===== src/rtl/ppw_pkg.sv =====
package ppw_pkg;
    typedef enum logic [2:0] {
        ST_IDLE,
        ST_GAP,
        ST_BLANK,
        ST_ON,
        ST_OFF
    } ppw_state_e;
endpackage


===== src/rtl/ppw_cycle_ctr.sv =====
module ppw_cycle_ctr #(
    parameter int CW = 5
) (
    input  logic          clk,
    input  logic          rst_n,
    input  logic          clr,
    output logic [CW-1:0] cnt
);
    logic [CW-1:0] cnt_q;

    // Saturating up-counter; clear has priority.
    always_ff @(posedge clk or negedge rst_n) begin
        if (!rst_n) begin
            cnt_q <= '0;
        end else if (clr) begin
            cnt_q <= '0;
        end else if (!(&cnt_q)) begin
            cnt_q <= cnt_q + CW'(1);
        end
    end

    assign cnt = cnt_q;
endmodule


===== src/rtl/ppw_trip_merge.sv =====
module ppw_trip_merge (
    input  logic blanked,
    input  logic pwm_trip,
    input  logic ilim_trip,
    output logic stop_now
);
    // The current limit always passes; the PWM trip only outside the mask.
    always_comb begin
        stop_now = ilim_trip | (pwm_trip & ~blanked);
    end
endmodule


===== src/rtl/ppw_steer.sv =====
module ppw_steer #(
    parameter int BLANK_CYC  = 4,
    parameter int MIN_ON_CYC = 6,
    parameter int DT_W       = 4
) (
    input  logic            clk,
    input  logic            rst_n,
    input  logic            en,
    input  logic            osc_tick,
    input  logic            pwm_trip,
    input  logic            ilim_trip,
    input  logic [DT_W-1:0] dead_cyc,
    output logic            gate_a,
    output logic            gate_b
);
    import ppw_pkg::*;

    localparam int MASK_CYC = (BLANK_CYC > MIN_ON_CYC) ? BLANK_CYC : MIN_ON_CYC;
    localparam int MASK_W   = $clog2(MASK_CYC + 1);
    localparam int CW       = ((MASK_W > DT_W) ? MASK_W : DT_W) + 1;

    ppw_state_e    state_q, state_d;
    logic          side_q, side_d;   // 0 = side A, 1 = side B
    logic          cnt_clr;
    logic [CW-1:0] cnt;
    logic [CW-1:0] cnt_p1;
    logic          gap_done, mask_done, dead_zero;
    logic          in_blank, stop_now, on_now;
    ppw_state_e    launch_st;

    ppw_cycle_ctr #(.CW(CW)) u_ctr (
        .clk   (clk),
        .rst_n (rst_n),
        .clr   (cnt_clr),
        .cnt   (cnt)
    );

    ppw_trip_merge u_trip (
        .blanked   (in_blank),
        .pwm_trip  (pwm_trip),
        .ilim_trip (ilim_trip),
        .stop_now  (stop_now)
    );

    always_comb begin
        cnt_p1    = cnt + CW'(1);
        gap_done  = (cnt_p1 == CW'(dead_cyc));
        mask_done = (cnt_p1 == CW'(MASK_CYC));
        dead_zero = (dead_cyc == '0);
        in_blank  = (state_q == ST_BLANK);
        launch_st = dead_zero ? ST_BLANK : ST_GAP;
    end

    // Next-state logic
    always_comb begin
        state_d = state_q;
        side_d  = side_q;
        cnt_clr = 1'b0;
        if (!en) begin
            state_d = ST_IDLE;
            side_d  = 1'b0;
            cnt_clr = 1'b1;
        end else begin
            unique case (state_q)
                ST_IDLE: begin
                    if (osc_tick) begin
                        state_d = launch_st;
                        side_d  = 1'b0;
                        cnt_clr = 1'b1;
                    end
                end
                ST_GAP: begin
                    if (gap_done) begin
                        state_d = ST_BLANK;
                        cnt_clr = 1'b1;
                    end
                end
                ST_BLANK: begin
                    if (osc_tick) begin
                        state_d = launch_st;
                        side_d  = ~side_q;
                        cnt_clr = 1'b1;
                    end else if (stop_now) begin
                        state_d = ST_OFF;
                    end else if (mask_done) begin
                        state_d = ST_ON;
                    end
                end
                ST_ON: begin
                    if (osc_tick) begin
                        state_d = launch_st;
                        side_d  = ~side_q;
                        cnt_clr = 1'b1;
                    end else if (stop_now) begin
                        state_d = ST_OFF;
                    end
                end
                ST_OFF: begin
                    if (osc_tick) begin
                        state_d = launch_st;
                        side_d  = ~side_q;
                        cnt_clr = 1'b1;
                    end
                end
                default: begin
                    state_d = ST_IDLE;
                    side_d  = 1'b0;
                    cnt_clr = 1'b1;
                end
            endcase
        end
    end

    // State register
    always_ff @(posedge clk or negedge rst_n) begin
        if (!rst_n) begin
            state_q <= ST_IDLE;
            side_q  <= 1'b0;
        end else begin
            state_q <= state_d;
            side_q  <= side_d;
        end
    end

    // Outputs
    always_comb begin
        on_now = (state_q == ST_BLANK) || (state_q == ST_ON);
        gate_a = en & on_now & ~side_q;
        gate_b = en & on_now & side_q;
    end

    a_r10_never_both: assert property (@(posedge clk) disable iff (!rst_n)
        !(gate_a && gate_b));

    a_r2_disable_idles: assert property (@(posedge clk) disable iff (!rst_n)
        !en |=> (state_q == ST_IDLE && !side_q));

    a_r3_first_side_a: assert property (@(posedge clk) disable iff (!rst_n)
        (en && state_q == ST_IDLE && osc_tick) |=> !side_q);

    a_r4_side_flips: assert property (@(posedge clk) disable iff (!rst_n)
        (en && osc_tick && state_q inside {ST_BLANK, ST_ON, ST_OFF})
        |=> (side_q != $past(side_q)));

    a_r5_gap_dark: assert property (@(posedge clk) disable iff (!rst_n)
        (state_q == ST_GAP) |-> (!gate_a && !gate_b));

    a_r7_mask_holds: assert property (@(posedge clk) disable iff (!rst_n)
        (en && state_q == ST_BLANK && !ilim_trip && !osc_tick)
        |=> (state_q inside {ST_BLANK, ST_ON}));

    a_r8_ilim_cuts: assert property (@(posedge clk) disable iff (!rst_n)
        (en && (gate_a || gate_b) && ilim_trip && !osc_tick)
        |=> (!gate_a && !gate_b));

    a_r9_stays_off: assert property (@(posedge clk) disable iff (!rst_n)
        (en && state_q == ST_OFF && !osc_tick) |=> (!gate_a && !gate_b));
endmodule


===== config.mk =====
export PLATFORM = sky130hd
export DESIGN_NAME = ppw_steer
export DESIGN_NICKNAME = d
export VERILOG_FILES = /design/src/rtl/ppw_pkg.sv /design/src/rtl/ppw_cycle_ctr.sv /design/src/rtl/ppw_trip_merge.sv /design/src/rtl/ppw_steer.sv
export SDC_FILE = /design/constraint.sdc
export NUM_CORES = 1
export LEC_CHECK = 0
export BUFFER_PORTS_ARGS = -buffer_cell sky130_fd_sc_hd__clkbuf_2
export CORE_MARGIN = 2
export CORE_UTILIZATION = 45
export CTS_CLUSTER_DIAMETER = 200
export CTS_CLUSTER_SIZE = 12
export DETAILED_ROUTE_END_ITERATION = 10
export GPL_TIMING_DRIVEN = 0
export PLACE_DENSITY = 0.69
export RECOVER_POWER = 50
export SLEW_MARGIN = 20
export SYNTH_ARGS = -nofsm -noshare
export SYNTH_HDL_FRONTEND = slang
export SYNTH_SLANG_ARGS = --single-unit

===== constraint.sdc =====
create_clock -name clk -period 1.87 [get_ports clk]
set_input_delay 0 -clock clk [delete_from_list [all_inputs] [get_ports clk]]
set_output_delay 0 -clock clk [all_outputs]
set_load 0.02 [all_outputs]

==> impl_metrics.toml, run 1 <==
[sta]
max_freq_mhz = 539
hold_viol = 0
drv_slew = 0
finalCritPeriodShare_pct = 99.2
fin_skew_ps = 11.0
worst_slew_pin_slew_ps = 506
period_needed_ps = 1860
fin_setup_tns_ps = 0
rsz0062_at_grt = "yes"
setup_violations = 0
relSlewSlack_pct = 66.3

[clocking]
cts_buffers = 3
htreeDepth = 1
cts_tree = "built"
clk_path_buf_depth = 2
clkTransAtPathRegs_ps = 70
clock_sinks = 9
clk_latency_ps = 270
root_buffer = "clkbuf_4"

[power_and_ir_drop]
power_leakage_nw = 0.416
pwr_density_cell_nw_per_um2 = 1110
power.total_mw = 1.10
peakVddDrop_mv = 0.608

[final_layout]
area_delta_synth_final_pct = 28.4
drive_gt1_share_pct = 29.2
antennaDiodeCount = 0
nNetsFinal = 120
fillers = 130

[routing]
wl_um = 1760
wl_per_cell_um = 14.5
drt_iter0_drc = 11
drc_errors = 0
ant_nets = 0
num_vias = 718
via_per_inst = 5.89
first_pass_iters = 5

[global_route]
grt_max_degree = 11
grt_use_total_pct = 19.8
grt_overflow = 0
antenna_found_initial = 0
grt_pass1_wl_um = 2840
first_global_vias = 667

[worst_setup_path]
path_cells = "ha_4, and3_4, ha_4, nor2b_1, o211a_1, o22ai_4, a311oi_2, a32oi_1"
critPathTopFamily = "compound AO/OA/AOI/OAI gates"
cp_max_fo = 5
worst_path_most_repeated_cell = "ha_4"
cp.arrival_ps = 1980
crit_slowest_cell = "dfrtp_1"
criticalPathCategory = "flop to flop"
crit_path_end_kind = "flop"
required_ps = 2000
worst-path-buf-inv = 0
startpoint_type = "flop"
crit_path_max_incr_delay_ps = 410

[synthesis]
syn-num-nets = 100
netlist_instances = 87
synth_area_leader_cell = "dfrtp_1"
yosysWarnings = 0
ys_seq_area_share_pct = 29.4
ys_top_cells_by_area = "dfrtp_1 (29%), xnor2_1 (8.0%), nor2_1 (6.9%), ha_1 (4.9%), nand2b_1 (3.3%)"
ys_seq_elements = 9
syn_area_um2 = 766
synthArstFlopShare_pct = 100
syn-mean-instance-area_um2 = 8.80
synth_edf_count = 0
synth.top_cell.area_share_pct = 29.4
netlist-cell-type-count = 37
ys.flop_type = "dfrtp_1"

[placed_design]
gp_congestion = 0.824
io_buffers = 11
dpl.hpwl_um = 1220

[floorplan]
die-area_um2 = 2050
start_util_pct = 49.1
die_h_um = 45.3
core_area_um2 = 1560
die_w_um = 45.3
rows = 14
io_pins = 12

[min_path]
min_path_type = "input port to flop"

[flow_run]
drv_cap = 0

[status]
status = "complete, no violations"
==> synthesized netlist by cell type (2+ instances only) <==
| library cell | number |
|---|---|
| and3_1 | 2 |
| ha_1 | 3 |
| nand3_1 | 3 |
| nor2_1 | 14 |
| nand2b_1 | 4 |
| xor2_1 | 2 |
| nand3b_1 | 3 |
| nor3_1 | 2 |
| xnor2_1 | 7 |
| dfrtp_1 | 9 |
| a31oi_1 | 2 |
| o31ai_1 | 2 |
| nor2b_1 | 2 |
| a21oi_1 | 4 |
| inv_1 | 4 |
| nand2_1 | 2 |
| clkbuf_1 | 2 |
==> state kept, by name, summed over array words and instances (netlist names) <==
register   cells
u_ctr.cnt      5
side_q         1
state_q        3
==> path summary, 6_finish.rpt <==
kind	startpoint	end	slack, ps	depth (start not counted)
max	u_ctr.cnt[1]	state_q[0]	10	8
min	en	side_q	100	2
max reg2reg	u_ctr.cnt[1]	state_q[0]	10	8
min reg2reg	u_ctr.cnt[4]	u_ctr.cnt[4]	600	2
max in group asynchronous	rst_n	u_ctr.cnt[0]	1290	2
min in group asynchronous	rst_n	u_ctr.cnt[1]	200	2
==> placed cells by master, fill, tap and decap left out, types with 4 or more instances in the layout <==
cell type and instances:
a21oi_1 4, clkbuf_2 10, dfrtp_1 8, xnor2_1 7, clkbuf_1 4, inv_1 4, nor2_1 14, nand2b_1 4
==> through the flow <==
stage,worst slack (ps),area [um^2],hold slack [ps],cells,utilization (%)
final,14.8,983,104,122,63.1
after global routing,-67.7,983,92.8,122,63.1
after CTS,8.72,928,74.9,121,59.6
after detailed placement,-234,845,-129,114,54.2
after global placement,-210,845,-127,114,54.2
after floorplan,25.4,769,-296,87,-
==> cells by family (layout without fill, tap and decap cells) <==
group,after synthesis,after routing,share of synthesized area (%)
AND/OR/NAND/NOR,37,37,26.3
AO/OA/AOI/OAI,20,20,22.7
XOR/XNOR,9,9,10.3
flip-flops,9,9,29.4
buffers and inverters,8,27,5.06
adder cells (fa/ha/maj),3,3,4.90
multiplexers,1,1,1.31
==> layout make-up <==
| cell class | count | area, um^2 | area share, % |
|---|---|---|---|
| well taps | 16 | 20.0 | 2.04 |
| plain buffers | 4 | 23.8 | 2.42 |
| repair buffers | 15 | 86.3 | 8.78 |
| multi-input cells | 70 | 586 | 59.5 |
| flip-flops and latches | 9 | 226 | 23.0 |
| inverters | 4 | 15.0 | 1.53 |
| clock buffers | 4 | 26.3 | 2.67 |
==> where the power goes <==
group | leakage [nW] | internal (mW) | switching (mW)
logic | 0.281 | 0.293 | 0.344
clock network | 0.0150 | 0.0824 | 0.0768
registers | 0.119 | 0.244 | 0.0557
total | 0.416 | 0.619 | 0.476
==> what timing repair did <==
item / CTS / global route
resized for setup: 4 / 6
endpoints found under the setup margin: 8 / 8
pin swaps: 1 / 7
endpoints found under the hold margin: 9 / 0
hold buffers: 1 / 0
gates cloned: 0 / 0
buffers inserted: 2 / 1
==> layer usage <==
metal | GRT usage (%) | up-vias | share of wire (%)
met4 | 10.6 | 0 | 0.68
met2 | 34.9 | 22 | 56
met3 | 3.60 | 2 | 4.4
met5 | 0 | - | 0
met1 | 22.5 | 341 | 39
li1 | - | 353 | -
(Power assumes the default switching activity.)
==> run 2, diff against run 1 <==
- CELL_PAD_IN_SITES_DETAIL_PLACEMENT: unset -> 0
- CELL_PAD_IN_SITES_GLOBAL_PLACEMENT: unset -> 2
- CORE_UTILIZATION: 45 -> 29
- PLACE_DENSITY: 0.69 -> 0.73
- clock period: 1.87 -> 1.63 ns (I/O delays scaled with it)
==> impl_metrics.toml, run 2 (synthesized netlist as in run 1, its figures left out) <==
[floorplan]
die-area_um2 = 3070
core_area_um2 = 2500
die_w_um = 55.4
start_util_pct = 30.6
rows = 18
die_h_um = 55.4
io_pins = 12

[clocking]
clkTransAtPathRegs_ps = 70
clk_latency_ps = 270
htreeDepth = 1
cts_tree = "built"
clock_sinks = 9
clk_path_buf_depth = 2
root_buffer = "clkbuf_4"
cts_buffers = 3

[worst_setup_path]
worstReg2RegEnd = "state_q[0]"
crit_end = "state_q[0]"
cp_max_fo = 5
r2r_cells = 8
r2r_slack_ps = -210
worstSetupStartpoint = "u_ctr.cnt[1]"
crit_path_end_kind = "flop"
required_ps = 1770
cp.arrival_ps = 1980
criticalPathCategory = "flop to flop"
regToRegStartpoint = "u_ctr.cnt[1]"
startpoint_type = "flop"

[placed_design]
dp.cells = 128
dpl.hpwl_um = 1370
io_buffers = 11
dp_slack_ps = -287
gp_congestion = 0.813
placed_area_um2 = 896

[min_path]
min_path_type = "input port to flop"

[final_layout]
finalNonFillerCells = 141
largest_register_ffs = 5
antennaDiodeCount = 0
mostFrequentLayoutCells = "nor2_1 (14), clkbuf_2 (10), buf_4 (8)"
fillers = 252
nNetsFinal = 125
final_area_um2 = 1060
drive_gt1_share_pct = 36.0
area_delta_synth_final_pct = 38.4
layout_commonest_cell = "nor2_1"
utilization_pct = 42.4

[sta]
relSlewSlack_pct = 62.9
finalHoldWorstSlack_ps = 97.9
worst_slew_pin_slew_ps = 556
hold_viol = 0
period_needed_ps = 1840
fin_setup_tns_ps = -1440
rsz0062_at_grt = "yes"
finalCritPeriodShare_pct = 113
fin_skew_ps = 10.1
fin_ws_ps = -215
drv_slew = 0
setup_violations = 8
max_freq_mhz = 542

[routing]
drt_iter0_drc = 8
num_vias = 730
wl_um = 1930
ant_nets = 0
via_per_inst = 5.18
wl_per_cell_um = 13.7
drc_errors = 0
first_pass_iters = 4

[global_route]
grt_use_total_pct = 13.7
first_global_vias = 758
antenna_found_initial = 0
grt_overflow = 0
grt_max_degree = 11
grt_pass1_wl_um = 3350

[power_and_ir_drop]
power_leakage_nw = 0.440
peakVddDrop_mv = 0.647
power.total_mw = 1.30
pwr_density_cell_nw_per_um2 = 1230

[status]
status = "finished, violations left"
violations = "setup timing"

[flow_run]
drv_cap = 0
==> run 2: layout make-up <==
class	instances	area, um^2	share of cell area [%]
Multi-Input combinational cell	70	604	57.0
Sequential cell	9	229	21.6
Timing Repair Buffer	20	124	11.7
Tap cell	30	37.5	3.54
Clock buffer	4	26.3	2.48
Buffer	4	23.8	2.24
Inverter	4	15.0	1.42
==> run 2: repair_timing <==
action	in CTS	in global routing
hold endpoints to repair	9	0
gates resized for setup	7	4
pin swaps	10	3
hold buffers	1	0
buffers inserted	7	1
endpoints found under the setup margin	8	8
==> run 2: routing by layer <==
| layer | up-vias | GRT usage (%) | share of wire [%] |
|---|---|---|---|
| met3 | 4 | 4.92 | 4.8 |
| met1 | 346 | 14.8 | 41 |
| met5 | - | 0 | 0 |
| met4 | 0 | 3.83 | 1.1 |
| li1 | 362 | - | - |
| met2 | 18 | 24.8 | 53 |
==> run 2: worst min path at each step <==
stage	from	to	cells past startpoint
floorplan	rst_n	side_q	0
global route	en	side_q	2
CTS	en	side_q	2
global placement	rst_n	u_ctr.cnt[2]	1
detailed placement	rst_n	u_ctr.cnt[2]	1
finish	en	side_q	2
==> run 2: worst max-delay path, stage by stage (launching register included) <==
cell and delay [ps]:
dfrtp_2 430, ha_4 170, and3_4 150, ha_4 240
nor2b_1 100, o211a_1 230, o22ai_4 110, a311oi_2 200
a32oi_1 90
==> run 2: power by group <==
part	internal [mW]	switching (mW)	total (mW)	leakage, nW
sequential	0.282	0.0681	0.350	0.116
combinational	0.376	0.397	0.773	0.309
clock	0.0945	0.0855	0.180	0.0150
total	0.752	0.551	1.30	0.440
==> run 3, diff against run 2 <==
- SYNTH_HIERARCHICAL: unset -> 1
==> impl_metrics.toml, run 3 <==
[synthesis]
ys.flop_type = "dfrtp_1"
netlist_instances = 94
ys_seq_elements = 9
synth_edf_count = 0
yosysMostFrequentCell = "nor2_1"
synthArstFlopShare_pct = 100
netlist-cell-type-count = 37
ys_seq_area_share_pct = 28.1
yosysWarnings = 6
synth.top_cell.area_share_pct = 28.1
synth_common_cells = "nor2_1 (10), dfrtp_1 (9), inv_1 (5), nand2b_1 (5), xor2_1 (5)"
ys_top_cells_by_area = "dfrtp_1 (28%), ha_1 (6.2%), xor2_1 (5.5%), mux2i_1 (5.0%), nor2_1 (4.7%)"
syn-mean-instance-area_um2 = 8.53
syn-num-nets = 108
synth_area_leader_cell = "dfrtp_1"
syn_area_um2 = 802

[sta]
fin_ws_ps = -102
setup_violations = 3
finalCritPeriodShare_pct = 106
relSlewSlack_pct = 66.9
period_needed_ps = 1730
max_freq_mhz = 577
fin_skew_ps = 0.381
fin_setup_tns_ps = -219
drv_slew = 0
finalHoldWorstSlack_ps = 29.7
hold_viol = 0
rsz0062_at_grt = "yes"
worst_slew_pin_slew_ps = 496

[final_layout]
area_delta_synth_final_pct = 44.3
largest_register_ffs = 5
antennaDiodeCount = 0
nNetsFinal = 135
final_area_um2 = 1160
fillers = 279
mostFrequentLayoutCells = "nor2_1 (10), clkbuf_2 (10), buf_4 (9)"
drive_gt1_share_pct = 42.5
finalNonFillerCells = 151

[min_path]
min_path_type = "input port to flop"

[clocking]
cts_tree = "built"
htreeDepth = 1
root_buffer = "clkbuf_4"
cts_buffers = 3
clk_path_buf_depth = 2
clock_sinks = 9
clkTransAtPathRegs_ps = 60
clk_latency_ps = 260

[global_route]
antenna_found_initial = 0
grt_overflow = 0
grt_max_degree = 11
grt_pass1_wl_um = 3490
first_global_vias = 807
grt_use_total_pct = 13.7

[floorplan]
die-area_um2 = 3200
die_h_um = 56.6
rows = 19
start_util_pct = 29.9
core_area_um2 = 2690
io_pins = 12
die_w_um = 56.6

[placed_design]
io_buffers = 11
dpl.hpwl_um = 1380
dp_slack_ps = -290
dp.cells = 136
placed_area_um2 = 907
gp_congestion = 0.796

[worst_setup_path]
cp.arrival_ps = 1920
worst-path-buf-inv = 1
critPathTopFamily = "compound AO/OA/AOI/OAI gates"
crit_path_end_kind = "flop"
criticalPathCategory = "flop to flop"
startpoint_type = "flop"
path_cells = "nand2b_4, nor2_1, inv_1, a21o_1, nor3_2, mux2i_1, o32ai_1, nand2_1, o21ai_1"
cp_max_fo = 3
crit_path_max_incr_delay_ps = 400
crit_slowest_cell = "dfrtp_2"
required_ps = 1820

[routing]
first_pass_iters = 4
ant_nets = 0
drt_iter0_drc = 19
num_vias = 774
wl_um = 2040
via_per_inst = 5.13
drc_errors = 0
wl_per_cell_um = 13.5

[status]
status = "finished, violations left"
violations = "setup timing"

[power_and_ir_drop]
pwr_density_cell_nw_per_um2 = 1270
power_leakage_nw = 0.464
peakVddDrop_mv = 0.859

[flow_run]
drv_cap = 0
-- run 3: cell types whose count changed in the layout (fill, tap and decap cells not counted), sizes merged, moves of 2 or more --
| cell | delta |
|---|---|
| nor2 | -4 |
| buf | +3 |
| xnor2 | -3 |
| nand4b | +2 |
| o211ai | +3 |
| xor2 | +3 |
| o21ai | +2 |
| mux2i | +3 |
| nand2 | +2 |
| clkbuf | -2 |
-- run 3: kinds of logic (layout without fill, tap and decap cells) --
family,after synthesis,count (layout),share of synthesized area (%)
AOI/OAI and AO/OA,22,22,19.8
xor gates and xnor gates,9,9,9.83
adders and majority gates,4,4,6.24
buffers and inverters,8,34,4.21
DFF,9,9,28.1
muxes,4,4,4.99
and+or+nand+nor,38,38,26.8
-- run 3: what timing repair did --
action | CTS | global route
buffers inserted | 9 | 2
hold buffers | 1 | 0
setup endpoints to repair | 7 | 8
hold endpoints to repair | 9 | 0
pin swaps | 13 | 5
gates resized for setup | 24 | 5
-- run 3: where the power goes --
group / switching [mW] / internal, mW / leakage [nW]
registers: 0.103 / 0.290 / 0.113
clock network: 0.0833 / 0.0946 / 0.0150
logic: 0.446 / 0.450 / 0.336
total: 0.632 / 0.834 / 0.464
-- run 3: area by class of cell --
cell class / instances / area, um^2 / area share, %
sequential: 9 / 231 / 20.0
inverter: 5 / 18.8 / 1.62
clock buffer: 4 / 26.3 / 2.27
tap: 31 / 38.8 / 3.35
multi-input combinational: 77 / 672 / 58.1
timing repair buffer: 23 / 154 / 13.3
buffer: 2 / 16.3 / 1.41
-- run 3: path summary, 6_finish.rpt --
path	start	end	slack (ps)	cells after the start
min in group asynchronous	rst_n	side_q	210	2
max in group asynchronous	rst_n	u_ctr/cnt[0]	1060	2
worst min register to register	u_ctr/cnt[3]	u_ctr/cnt[3]	670	2
worst min-delay path	osc_tick	state_q[2]	30	2
worst max-delay path	state_q[2]	state_q[1]	-100	9
worst max register to register	state_q[2]	state_q[1]	-100	9
-- run 3: worst register-to-register path, stage by stage (launching register included) --
cell and delay [ps]:
dfrtp_2 400, nand2b_4 150, nor2_1 80, inv_1 50
a21o_1 170, nor3_2 190, mux2i_1 100, o32ai_1 270
nand2_1 90, o21ai_1 150
-- run 3: per-stage QoR --
step,power (mW),util (%)
floorplan,0.853,-
global placement,1.00,33.8
detailed placement,1.01,33.8
CTS,1.43,41.6
global route,1.58,43.1
finish,1.47,43.1
-- run 3: layer usage --
metal	wire length (um)	vias up	GRT usage [%]
met2	1100	11	23.9
met4	0	0	4.08
met3	67	0	4.38
met5	0	-	0
li1	-	394	-
met1	870	369	15.7
